==> src/rtl/icfg_pkg.sv <==
package icfg_pkg;
  localparam int unsigned DATA_W = 16;
  localparam int unsigned LANES  = DATA_W / 8;
  localparam int unsigned IDX_W  = 3;
  localparam int unsigned NUM_CH = 2;
  localparam int unsigned RA_W   = 10;

  typedef enum logic [IDX_W-1:0] {
    IX_CMD_BASE = 3'd0,
    IX_GEN      = 3'd1,
    IX_RA_LO    = 3'd2,
    IX_RA_CFG   = 3'd3,
    IX_CTL_BASE = 3'd4,
    IX_DAT_TIM  = 3'd5,
    IX_CMD_TIM  = 3'd6,
    IX_NONE     = 3'd7
  } idx_e;

  localparam logic [7:0] GEN_RST     = 8'h01;
  localparam logic [7:0] GEN_RD_MASK = 8'hFB;
  localparam logic [7:0] DAT_TIM_RST = 8'hF5;
  localparam logic [7:0] CMD_TIM_RST = 8'hDE;

  function automatic logic [DATA_W-1:0] cmd_base_rst(input logic ch);
    return ch ? 16'h0170 : 16'h01F0;
  endfunction

  function automatic logic [DATA_W-1:0] ctl_base_rst(input logic ch);
    return ch ? 16'h0376 : 16'h03F6;
  endfunction
endpackage

==> src/rtl/icfg_ptr.sv <==
module icfg_ptr
  import icfg_pkg::*;
(
  input  logic             clk_i,
  input  logic             rst_ni,
  input  logic             ptr_wr_i,
  input  logic [7:0]       wdata_i,
  input  logic             step_i,
  output logic             auto_inc_o,
  output logic             wait_st_o,
  output logic             burst_dis_o,
  output logic             devsel_med_o,
  output logic             chan_o,
  output logic [IDX_W-1:0] idx_o,
  output logic [7:0]       rdata_o
);
  always_ff @(posedge clk_i or negedge rst_ni) begin
    if (!rst_ni) begin
      auto_inc_o   <= 1'b0;
      wait_st_o    <= 1'b1;
      burst_dis_o  <= 1'b0;
      devsel_med_o <= 1'b1;
      chan_o       <= 1'b0;
      idx_o        <= '0;
    end else if (ptr_wr_i) begin
      auto_inc_o   <= wdata_i[7];
      wait_st_o    <= wdata_i[6];
      burst_dis_o  <= wdata_i[5];
      devsel_med_o <= wdata_i[4];
      chan_o       <= wdata_i[3];
      idx_o        <= wdata_i[2:0];
    end else if (step_i && auto_inc_o) begin
      idx_o <= idx_o + 3'd1;
    end
  end

  // burst disable is write-only
  assign rdata_o = {auto_inc_o, wait_st_o, 1'b0, devsel_med_o, chan_o, idx_o};

  AST_PTR_STEP: assert property (@(posedge clk_i) disable iff (!rst_ni)
    (step_i && auto_inc_o && !ptr_wr_i) |=> (idx_o == $past(idx_o) + 3'd1));
  AST_PTR_HOLD: assert property (@(posedge clk_i) disable iff (!rst_ni)
    (!ptr_wr_i && !(step_i && auto_inc_o)) |=> $stable(rdata_o));
endmodule

==> src/rtl/icfg_bank.sv <==
module icfg_bank
  import icfg_pkg::*;
#(
  parameter logic CH = 1'b0
) (
  input  logic              clk_i,
  input  logic              rst_ni,
  input  logic              wr_i,
  input  logic [IDX_W-1:0]  idx_i,
  input  logic [LANES-1:0]  be_i,
  input  logic [DATA_W-1:0] wdata_i,
  output logic [DATA_W-1:0] rdata_o,
  output logic [DATA_W-1:0] cmd_base_o,
  output logic [DATA_W-1:0] ctl_base_o,
  output logic [7:0]        gen_cfg_o,
  output logic              ra_en_o,
  output logic [RA_W-1:0]   ra_cnt_o,
  output logic              mode4_o,
  output logic              fifo_clr_o,
  output logic [7:0]        dat_tim_o,
  output logic [7:0]        cmd_tim_o
);
  localparam logic [DATA_W-1:0] CMD_RST = cmd_base_rst(CH);
  localparam logic [DATA_W-1:0] CTL_RST = ctl_base_rst(CH);

  logic       wr_b;
  logic [7:0] ra_lo_q;
  logic [1:0] ra_hi_q;

  assign wr_b = wr_i && be_i[0];

  for (genvar l = 0; l < LANES; l++) begin : g_lane
    always_ff @(posedge clk_i or negedge rst_ni) begin
      if (!rst_ni) begin
        cmd_base_o[l*8 +: 8] <= CMD_RST[l*8 +: 8];
        ctl_base_o[l*8 +: 8] <= CTL_RST[l*8 +: 8];
      end else if (wr_i && be_i[l]) begin
        if (idx_i == IX_CMD_BASE) cmd_base_o[l*8 +: 8] <= wdata_i[l*8 +: 8];
        if (idx_i == IX_CTL_BASE) ctl_base_o[l*8 +: 8] <= wdata_i[l*8 +: 8];
      end
    end
  end

  always_ff @(posedge clk_i or negedge rst_ni) begin
    if (!rst_ni) begin
      gen_cfg_o  <= GEN_RST;
      ra_lo_q    <= '0;
      ra_hi_q    <= '0;
      ra_en_o    <= 1'b0;
      mode4_o    <= 1'b0;
      dat_tim_o  <= DAT_TIM_RST;
      cmd_tim_o  <= CMD_TIM_RST;
      fifo_clr_o <= 1'b0;
    end else begin
      fifo_clr_o <= wr_b && (idx_i == IX_RA_CFG) && wdata_i[6];
      if (wr_b) begin
        unique case (idx_i)
          IX_GEN:     gen_cfg_o <= wdata_i[7:0];
          IX_RA_LO:   ra_lo_q   <= wdata_i[7:0];
          IX_RA_CFG: begin
            ra_en_o <= wdata_i[7];
            mode4_o <= wdata_i[4];
            ra_hi_q <= wdata_i[1:0];
          end
          IX_DAT_TIM: dat_tim_o <= wdata_i[7:0];
          IX_CMD_TIM: cmd_tim_o <= wdata_i[7:0];
          default: ;
        endcase
      end
    end
  end

  assign ra_cnt_o = {ra_hi_q, ra_lo_q};

  always_comb begin
    rdata_o = '0;
    unique case (idx_i)
      IX_CMD_BASE: rdata_o = cmd_base_o;
      IX_CTL_BASE: rdata_o = ctl_base_o;
      IX_GEN:      rdata_o[7:0] = gen_cfg_o & GEN_RD_MASK;
      IX_DAT_TIM:  rdata_o[7:0] = dat_tim_o;
      IX_CMD_TIM:  rdata_o[7:0] = cmd_tim_o;
      default:     rdata_o = '0;
    endcase
  end

  AST_FIFO_SRC: assert property (@(posedge clk_i) disable iff (!rst_ni)
    fifo_clr_o |-> ($past(wr_i) && $past(idx_i) == IX_RA_CFG));
  AST_LANE_KEEP: assert property (@(posedge clk_i) disable iff (!rst_ni)
    (wr_i && idx_i == IX_CMD_BASE && !be_i[1]) |=> $stable(cmd_base_o[15:8]));
  AST_IDLE_KEEP: assert property (@(posedge clk_i) disable iff (!rst_ni)
    !wr_i |=> ($stable(cmd_base_o) && $stable(ctl_base_o) && $stable(gen_cfg_o)));
endmodule

==> src/rtl/idx_cfg_port.sv <==
module idx_cfg_port
  import icfg_pkg::*;
#(
  parameter int unsigned ADDR_W = 2
) (
  input  logic                     clk_i,
  input  logic                     rst_ni,
  input  logic                     wr_i,
  input  logic                     rd_i,
  input  logic [ADDR_W-1:0]        addr_i,
  input  logic [LANES-1:0]         be_i,
  input  logic [DATA_W-1:0]        wdata_i,
  output logic [DATA_W-1:0]        rdata_o,
  output logic                     wait_st_o,
  output logic                     burst_dis_o,
  output logic                     devsel_med_o,
  output logic [NUM_CH*DATA_W-1:0] cmd_base_o,
  output logic [NUM_CH*DATA_W-1:0] ctl_base_o,
  output logic [NUM_CH*8-1:0]      gen_cfg_o,
  output logic [NUM_CH-1:0]        ra_en_o,
  output logic [NUM_CH*RA_W-1:0]   ra_cnt_o,
  output logic [NUM_CH-1:0]        mode4_o,
  output logic [NUM_CH-1:0]        fifo_clr_o,
  output logic [NUM_CH*8-1:0]      dat_tim_o,
  output logic [NUM_CH*8-1:0]      cmd_tim_o
);
  localparam logic [ADDR_W-1:0] A_DATA = ADDR_W'(0);
  localparam logic [ADDR_W-1:0] A_PTR  = ADDR_W'(1);

  logic             dat_sel, ptr_sel, data_acc;
  logic             auto_inc, chan;
  logic [IDX_W-1:0] idx;
  logic [7:0]       ptr_rd;
  logic [NUM_CH-1:0] bank_wr;
  logic [DATA_W-1:0] bank_rd [NUM_CH];

  assign dat_sel  = addr_i == A_DATA;
  assign ptr_sel  = addr_i == A_PTR;
  assign data_acc = (wr_i || rd_i) && dat_sel;

  icfg_ptr u_ptr (
    .clk_i        (clk_i),
    .rst_ni       (rst_ni),
    .ptr_wr_i     (wr_i && ptr_sel && be_i[0]),
    .wdata_i      (wdata_i[7:0]),
    .step_i       (data_acc),
    .auto_inc_o   (auto_inc),
    .wait_st_o    (wait_st_o),
    .burst_dis_o  (burst_dis_o),
    .devsel_med_o (devsel_med_o),
    .chan_o       (chan),
    .idx_o        (idx),
    .rdata_o      (ptr_rd)
  );

  for (genvar c = 0; c < NUM_CH; c++) begin : g_bank
    assign bank_wr[c] = wr_i && dat_sel && (chan == c[0]);

    icfg_bank #(.CH(c[0])) u_bank (
      .clk_i      (clk_i),
      .rst_ni     (rst_ni),
      .wr_i       (bank_wr[c]),
      .idx_i      (idx),
      .be_i       (be_i),
      .wdata_i    (wdata_i),
      .rdata_o    (bank_rd[c]),
      .cmd_base_o (cmd_base_o[c*DATA_W +: DATA_W]),
      .ctl_base_o (ctl_base_o[c*DATA_W +: DATA_W]),
      .gen_cfg_o  (gen_cfg_o[c*8 +: 8]),
      .ra_en_o    (ra_en_o[c]),
      .ra_cnt_o   (ra_cnt_o[c*RA_W +: RA_W]),
      .mode4_o    (mode4_o[c]),
      .fifo_clr_o (fifo_clr_o[c]),
      .dat_tim_o  (dat_tim_o[c*8 +: 8]),
      .cmd_tim_o  (cmd_tim_o[c*8 +: 8])
    );
  end

  always_comb begin
    rdata_o = '0;
    if (rd_i) begin
      if (dat_sel)      rdata_o = bank_rd[chan];
      else if (ptr_sel) rdata_o[7:0] = ptr_rd;
    end
  end

  AST_NO_RD_DATA: assert property (@(posedge clk_i) disable iff (!rst_ni)
    !rd_i |-> (rdata_o == '0));
  AST_WO_ZERO: assert property (@(posedge clk_i) disable iff (!rst_ni)
    (rd_i && dat_sel && (idx == IX_RA_LO || idx == IX_RA_CFG || idx == IX_NONE))
      |-> (rdata_o == '0));
  AST_PTR_RD_B5: assert property (@(posedge clk_i) disable iff (!rst_ni)
    (rd_i && ptr_sel) |-> (rdata_o[15:8] == 8'h00 && !rdata_o[5]));
  AST_FIFO_ONE: assert property (@(posedge clk_i) disable iff (!rst_ni)
    $onehot0(fifo_clr_o));
endmodule

==> config.mk <==
export PLATFORM = sky130hd
export DESIGN_NAME = idx_cfg_port
export DESIGN_NICKNAME = d
export VERILOG_FILES = /design/src/rtl/icfg_pkg.sv /design/src/rtl/icfg_ptr.sv /design/src/rtl/icfg_bank.sv /design/src/rtl/idx_cfg_port.sv
export SDC_FILE = /design/constraint.sdc
export NUM_CORES = 1
export LEC_CHECK = 0
export ABC_CLOCK_PERIOD_IN_PS = 3050
export BUFFER_PORTS_ARGS = -buffer_cell sky130_fd_sc_hd__buf_4
export CAP_MARGIN = 20
export CORE_MARGIN = 4
export CORE_UTILIZATION = 55
export CTS_BUF_LIST = sky130_fd_sc_hd__clkbuf_2
export CTS_CLUSTER_DIAMETER = 120
export DETAILED_ROUTE_END_ITERATION = 8
export HOLD_SLACK_MARGIN = 0.15
export PLACE_DENSITY = 0.8
export SLEW_MARGIN = 20
export SYNTH_ARGS = -nofsm -noshare
export SYNTH_HDL_FRONTEND = slang
export SYNTH_HIERARCHICAL = 1
export SYNTH_SLANG_ARGS = --single-unit
==> constraint.sdc <==
create_clock -name clk_i -period 3.05 [get_ports clk_i]
set_input_delay 0.61 -clock clk_i [delete_from_list [all_inputs] [get_ports clk_i]]
set_output_delay 0.61 -clock clk_i [all_outputs]
set_load 0.02 [all_outputs]
== Yosys cells after proc, flatten, opt, wreduce, memory -nomap -nowiden ==
Index checks and enable logic that the tools add are counted.
Word-level totals
  register bits: 146
  output and inout port bits: 157
  input port bits: 24
  word-level logic and storage cells: 91
Operators by class
  muxes and demuxes: 13
  equality and inequality tests: 7
  $lt $le $gt $ge: 1
  bitwise operators: 2
  reduce and logical (&&, ||, !) cells: 37
  $add $sub $neg: 1
Operators by type and width (count)
  $pmux 8 s5: 2
  $mux 16: 4
  $reduce_and 2->1: 18
  $pmux 8 s2: 2
  $mux 8: 3
  $logic_and 1x1->1: 15
  $eq 3x3->1 const B: 3
  $eq 3x2->1 const B: 2
  $mux 3: 2
  $add 3x1->3 const B: 1
  $eq 3x1->1 const B: 1
  $logic_not 3->1: 1
  $eq 2x1->1 const B: 1
  $ge 2x2->1 const B: 1
  $logic_not 2->1: 1
  $not 1->2: 1
  $reduce_bool 2->1: 1
  $logic_or 1x1->1: 1
  $not 1->1: 1

== Longest topological paths before layout ==
  word-level depth: 7
  mapped depth: 7
  depth with buffers taken out: 5

== Hierarchy ==
The synthesis kept the hierarchy.
Modules (own cells, without submodules)
  icfg_bank (g_bank[0].u_bank): seq. area each 1759.2 um^2, times used 1, cells each 215, area an instance 3148.0 um^2
  icfg_bank (g_bank[1].u_bank): seq. area each 1756.7 um^2, times used 1, cells each 215, area an instance 3145.5 um^2
  icfg_ptr: seq. area each 202.7 um^2, times used 1, cells each 35, area an instance 424.2 um^2
  idx_cfg_port: seq. area each 0.0 um^2, times used 1, cells each 53, area an instance 401.6 um^2

== Least setup slack after synthesis ==
OpenSTA, ideal clock, no wires.
  kind: input port to flip-flop
  from: in addr_i[0]
  to: reg g_bank[0].u_bank.ctl_base_o[0]
  arrival time: 2.473 ns
  path buffers: 1
  data required time: 2.925 ns
  setup slack: 0.452 ns
  library setup time: 0.125 ns
  stages on the path: 5
  cell sequence: buf_1 nor4b_1 nand3_2 nor2_2 mux2_2
Between the ends
  cells in the longest elaborated chain, start to end: 5
Ends and longest elaborated chain
  from (decl): RTL line idx_cfg_port.sv:10  | input logic [ADDR_W-1:0] addr_i,
  $logic_not 2->1: RTL line idx_cfg_port.sv:37  | assign dat_sel = addr_i == A_DATA;
  $logic_and 1x1->1 (2 in series): RTL line idx_cfg_port.sv:57  | assign bank_wr[c] = wr_i && dat_sel && (chan == c[0]);
  via bank_wr[0]: RTL line idx_cfg_port.sv:34  | logic [NUM_CH-1:0] bank_wr;
  $logic_and 1x1->1: RTL line icfg_bank.sv:37  | end else if (wr_i && be_i[l]) begin
  $reduce_and 2->1 (no line)
  to (signal, indexed assignment): RTL line icfg_bank.sv:36  | ctl_base_o[l*8 +: 8] <= CTL_RST[l*8 +: 8];
  to (signal, indexed assignment): RTL line icfg_bank.sv:39  | if (idx_i == IX_CTL_BASE) ctl_base_o[l*8 +: 8] <= wdata_i[l*8 +: 8];
  to (decl): RTL line icfg_bank.sv:14  | output logic [DATA_W-1:0] ctl_base_o,
The timed path passes the listed nets, and every way through them passes these cells.
A chain may end at the register's enable or synchronous reset.

==> impl_results.md <==
- Global-route total usage across every layer: 0.271
- Area of the multi-input gates: 3330 µm²
- R2r setup slk: 0.69 ns
- Post-synthesis instance area: 7120 µm²
- Pin count of the biggest net entering global routing: 73
- Clock tree sinks: 146
- Share of the yosys chip area belonging to registers: 0.522
- Final #Nets: 749
- Category of the worst setup path capture point: output pin
- Placement-stage worst setup slack: 0.453 ns
- CP arrival: 2.55 ns
- Startpoint of the worst-slack reg-to-reg timing path: u_ptr/chan_o
- Max-slew violation count: 0
- Total of flip-flops plus latches after synthesis: 146
- Synth-to-Final Area Change: 30.1%
- Critical path startpoint category: flip-flop
- Worst setup startpoint: u_ptr/idx_o[0]
- Endpoints failing hold: 0
- Setup-failing EPs final: 6
- Latest clock arrival within the worst-skew pair: 0.75 ns
- PortBufs: 180
- Root buffer selected by CTS: sky130_fd_sc_hd__clkbuf_2
- Vias: 5114
- Maximum buffer depth of the clock tree: 2
- Total I/O pin count: 181
- Final worst-path setup slack: -0.108 ns
- Worst IR drop on VDD: 0.612 mV
- Post-Syn Nets: 543
- Share of Yosys cell area claimed by the top area cell type: 0.330
- Status: finished, violations left
- Power per Cell Area: 913 nW/µm²
- Period Utilization, post-route: 1.04
- Utilization after layout: 0.731
- Clock period minus final worst setup slack: 3.16 ns
- Fraction of final layout cells with drive strength greater than 1: 0.681
- Starting density of the core: 0.562
- Setup Crit Path Kind: reg2out
- Overall overflow remaining after global route: 0
- Die span in y: 122 µm
- Highest achievable clock rate: 0.317 GHz
- Number of cell instances on the worst register-to-register path: 5
- Vias in the first global route: 5350
- Commonest cells after routing, fill and taps aside: sky130_fd_sc_hd__buf_4 (193), sky130_fd_sc_hd__mux2_2 (145), sky130_fd_sc_hd__dfrtp_1 (91), sky130_fd_sc_hd__dfstp_2 (52), sky130_fd_sc_hd__mux2i_1 (47)
- Cells traversed along the worst timing path: buf_6, buf_8, mux2i_2, nor2_2, a221o_1, mux2i_1, a211oi_2, buf_4
- Sequential cell area: 3720 µm²
- DR WL/cell: 21.8 µm
- Post-route antenna net violation count: 0
- Post-route total power: 8.45 mW
- Leading cell type in the layout, fill and taps excluded: sky130_fd_sc_hd__buf_4
- Crit path largest cell delay: 0.50 ns
- Actual slew at the worst max-slew pin: 0.671 ns
- CTS H-tree depth: 4
- Leakage power figure: 4.43 nW
- Top area cells in the synthesized netlist: sky130_fd_sc_hd__dfrtp_1 (33%), sky130_fd_sc_hd__mux2_2 (23%), sky130_fd_sc_hd__dfstp_2 (19%)
- Class of the worst hold path: in2reg
- Critical path fanouts, max: 8
- Per-cell via count in the routed design: 5.63
- Clock tree from TritonCTS: built
- Clock-pin transition on the worst setup and hold timing paths: 0.18 ns
- Filler Cell Count: 868
- Count of placed standard cells in the final layout, fillers left out: 909
- Post-detail-place hpwl: 13.9 mm
- Initial detailed-routing violation count: 308
- Met2 Wirelength: 9.97 mm
- Detailed-routing wirelength on met1: 8.15 mm
- Warnings from Yosys: 6
- Total length of routed wires: 19.8 mm
- Final worst clock skew: 0.0348 ns
- Post-route DRC: 0
- Antenna cell count: 0
- Instance count along the most critical hold path: 3
- Met3 wirelength from detailed routing: 1.26 mm
- Failing checks: setup timing
- Worst slew margin: 0.553
- Top Layer Used: met4
- Die width: 122 µm
- Setup repair after global routing missed its margin: yes
- Floorplan Core Area: 12700 µm²
- Antenna violations before repair: 0
- Summed negative setup slack over all endpoints: -0.437 ns
- Drt first pass iters: 4
- Avg Inst Size Synth: 13.7 µm²
- Worst reg2reg endpoint: g_bank[0].u_bank/ctl_base_o[0]
- Count of different cell masters after synthesis: 43
- Capture point of the critical path: rdata_o[7]
- Placed instance count: 854
- Worst path slowest cell: sky130_fd_sc_hd__dfrtp_2
- Last weighted congestion value of the routability-driven placer: 0.872
- Number of placement rows: 41
- Number of buffers created by CTS: 17
- Max_cap viols: 0
- Die Outline Area: 14800 µm²
- Post-synth top area cell: sky130_fd_sc_hd__dfrtp_1
- Synthesized instance count: 518
- Global-route wire length before repair: 30.1 mm
- Req. time, crit path: 2.44 ns
==> metrics by stage <==
stage,hold WS (ns),area [µm²]
after CTS,0.152,9060
after detailed placement,0.486,8590
after global placement,0.472,8590
after global routing,0.158,9260
final,0.215,9260
after floorplan,0.314,7120
==> flip-flops by register name, summed over array words and instances, names as in the netlist <==
| signal | cells |
|---|---|
| u_ptr/auto_inc_o | 1 |
| u_ptr/devsel_med_o | 1 |
| g_bank.u_bank/ra_hi_q | 4 |
| g_bank.u_bank/cmd_base_o | 32 |
| g_bank.u_bank/ra_en_o | 2 |
| g_bank.u_bank/dat_tim_o | 16 |
| u_ptr/burst_dis_o | 1 |
| g_bank.u_bank/cmd_tim_o | 16 |
| g_bank.u_bank/mode4_o | 2 |
| g_bank.u_bank/fifo_clr_o | 2 |
| u_ptr/wait_st_o | 1 |
| g_bank.u_bank/gen_cfg_o | 16 |
| g_bank.u_bank/ra_lo_q | 16 |
| u_ptr/chan_o | 1 |
| u_ptr/idx_o | 3 |
| g_bank.u_bank/ctl_base_o | 32 |
==> routing by layer <==
layer,global-route usage,vias to the layer above
li1,-,2284
met1,0.350,2598
met2,0.439,193
met3,0.0734,39
met4,0.103,0
met5,0,-
==> worst max-delay path: cells and delay by family (launching register included) <==
kind / cells / cell delay, ns
DFF: 1 / 0.50
buffers and inverters: 3 / 0.47
and+or+nand+nor: 1 / 0.04
AOI/OAI and AO/OA: 2 / 0.38
muxes: 2 / 0.43
==> kinds of logic after synthesis <==
| logic type | after synthesis | share of synthesized area |
|---|---|---|
| AOI/OAI and AO/OA | 33 | 0.0351 |
| xor gates and xnor gates | 2 | 0.00246 |
| adders and majority gates | 1 | 0.00176 |
| buffers and inverters | 29 | 0.0297 |
| DFF | 146 | 0.522 |
| muxes | 202 | 0.313 |
| other | 1 | 0.000527 |
| and+or+nand+nor | 104 | 0.0951 |
==> final cells by class <==
class                           count  area share
Clock buffer                       19      0.0103
Clock inverter                     13      0.0174
Inverter                            1    0.000405
Multi-Input combinational cell    343       0.360
Sequential cell                   146       0.402
Tap cell                          172      0.0232
Timing Repair Buffer              215       0.187
==> worst min path at each step <==
stage / slack (ns) / to / startpoint
floorplan: 0.31 / g_bank[0].u_bank/cmd_base_o[0] / rst_ni
global placement: 0.47 / g_bank[0].u_bank/gen_cfg_o[2] / g_bank[0].u_bank/gen_cfg_o[2]
detailed placement: 0.49 / g_bank[0].u_bank/gen_cfg_o[2] / g_bank[0].u_bank/gen_cfg_o[2]
CTS: 0.15 / u_ptr/idx_o[0] / wdata_i[0]
global route: 0.16 / g_bank[1].u_bank/gen_cfg_o[3] / wdata_i[3]
finish: 0.21 / u_ptr/idx_o[0] / wdata_i[0]
==> timing repair <==
action	CTS	global route
hold endpoints to repair	88	1
hold buffers	9	1
pin swaps	3	10
gates resized for setup	22	35
endpoints found under the setup margin	13	16
setup buffers	8	5
cloned	0	1
==> Yosys cell counts <==
master and instances:
sky130_fd_sc_hd__a211oi_1 8, sky130_fd_sc_hd__ha_1 1, sky130_fd_sc_hd__nand3_2 2, sky130_fd_sc_hd__and2_1 2
sky130_fd_sc_hd__a21oi_1 4, sky130_fd_sc_hd__buf_4 10, sky130_fd_sc_hd__or2_2 2, sky130_fd_sc_hd__xor2_1 2
sky130_fd_sc_hd__nand4_2 2, sky130_fd_sc_hd__and3b_1 4, sky130_fd_sc_hd__a221o_1 10, sky130_fd_sc_hd__dfrtp_1 94
sky130_fd_sc_hd__mux2_2 147, sky130_fd_sc_hd__nor2_1 37, sky130_fd_sc_hd__nor2b_1 12, sky130_fd_sc_hd__a31oi_1 2
sky130_fd_sc_hd__o221ai_1 2, sky130_fd_sc_hd__clkbuf_1 3, sky130_fd_sc_hd__nor4b_1 1, sky130_fd_sc_hd__or2_4 2
sky130_fd_sc_hd__or3b_1 1, sky130_fd_sc_hd__and4b_2 1, sky130_fd_sc_hd__nor3_4 2, sky130_fd_sc_hd__nand2b_1 5
sky130_fd_sc_hd__nand3b_4 2, sky130_fd_sc_hd__and4bb_2 1, sky130_fd_sc_hd__nor2_4 10, sky130_fd_sc_hd__conb_1 1
sky130_fd_sc_hd__o21ai_0 4, sky130_fd_sc_hd__inv_1 1, sky130_fd_sc_hd__nor3_1 1, sky130_fd_sc_hd__mux2i_1 49
sky130_fd_sc_hd__nand3_1 3, sky130_fd_sc_hd__o21ai_1 1, sky130_fd_sc_hd__nand2_1 10, sky130_fd_sc_hd__buf_1 3
sky130_fd_sc_hd__mux2_4 4, sky130_fd_sc_hd__mux2_1 2, sky130_fd_sc_hd__a22oi_1 2, sky130_fd_sc_hd__dfstp_2 52
sky130_fd_sc_hd__nor2_2 4, sky130_fd_sc_hd__buf_6 8, sky130_fd_sc_hd__buf_2 4
==> report_power, final <==
group          switching, mW  leakage, nW  internal [mW]  total [mW]
Combinational           2.11         2.49           1.95        4.05
Clock                  0.709        0.148          0.463        1.17
Sequential             0.569         1.79           2.66        3.23
Total                   3.39         4.43           5.07        8.45
(Power assumes the default switching activity.)
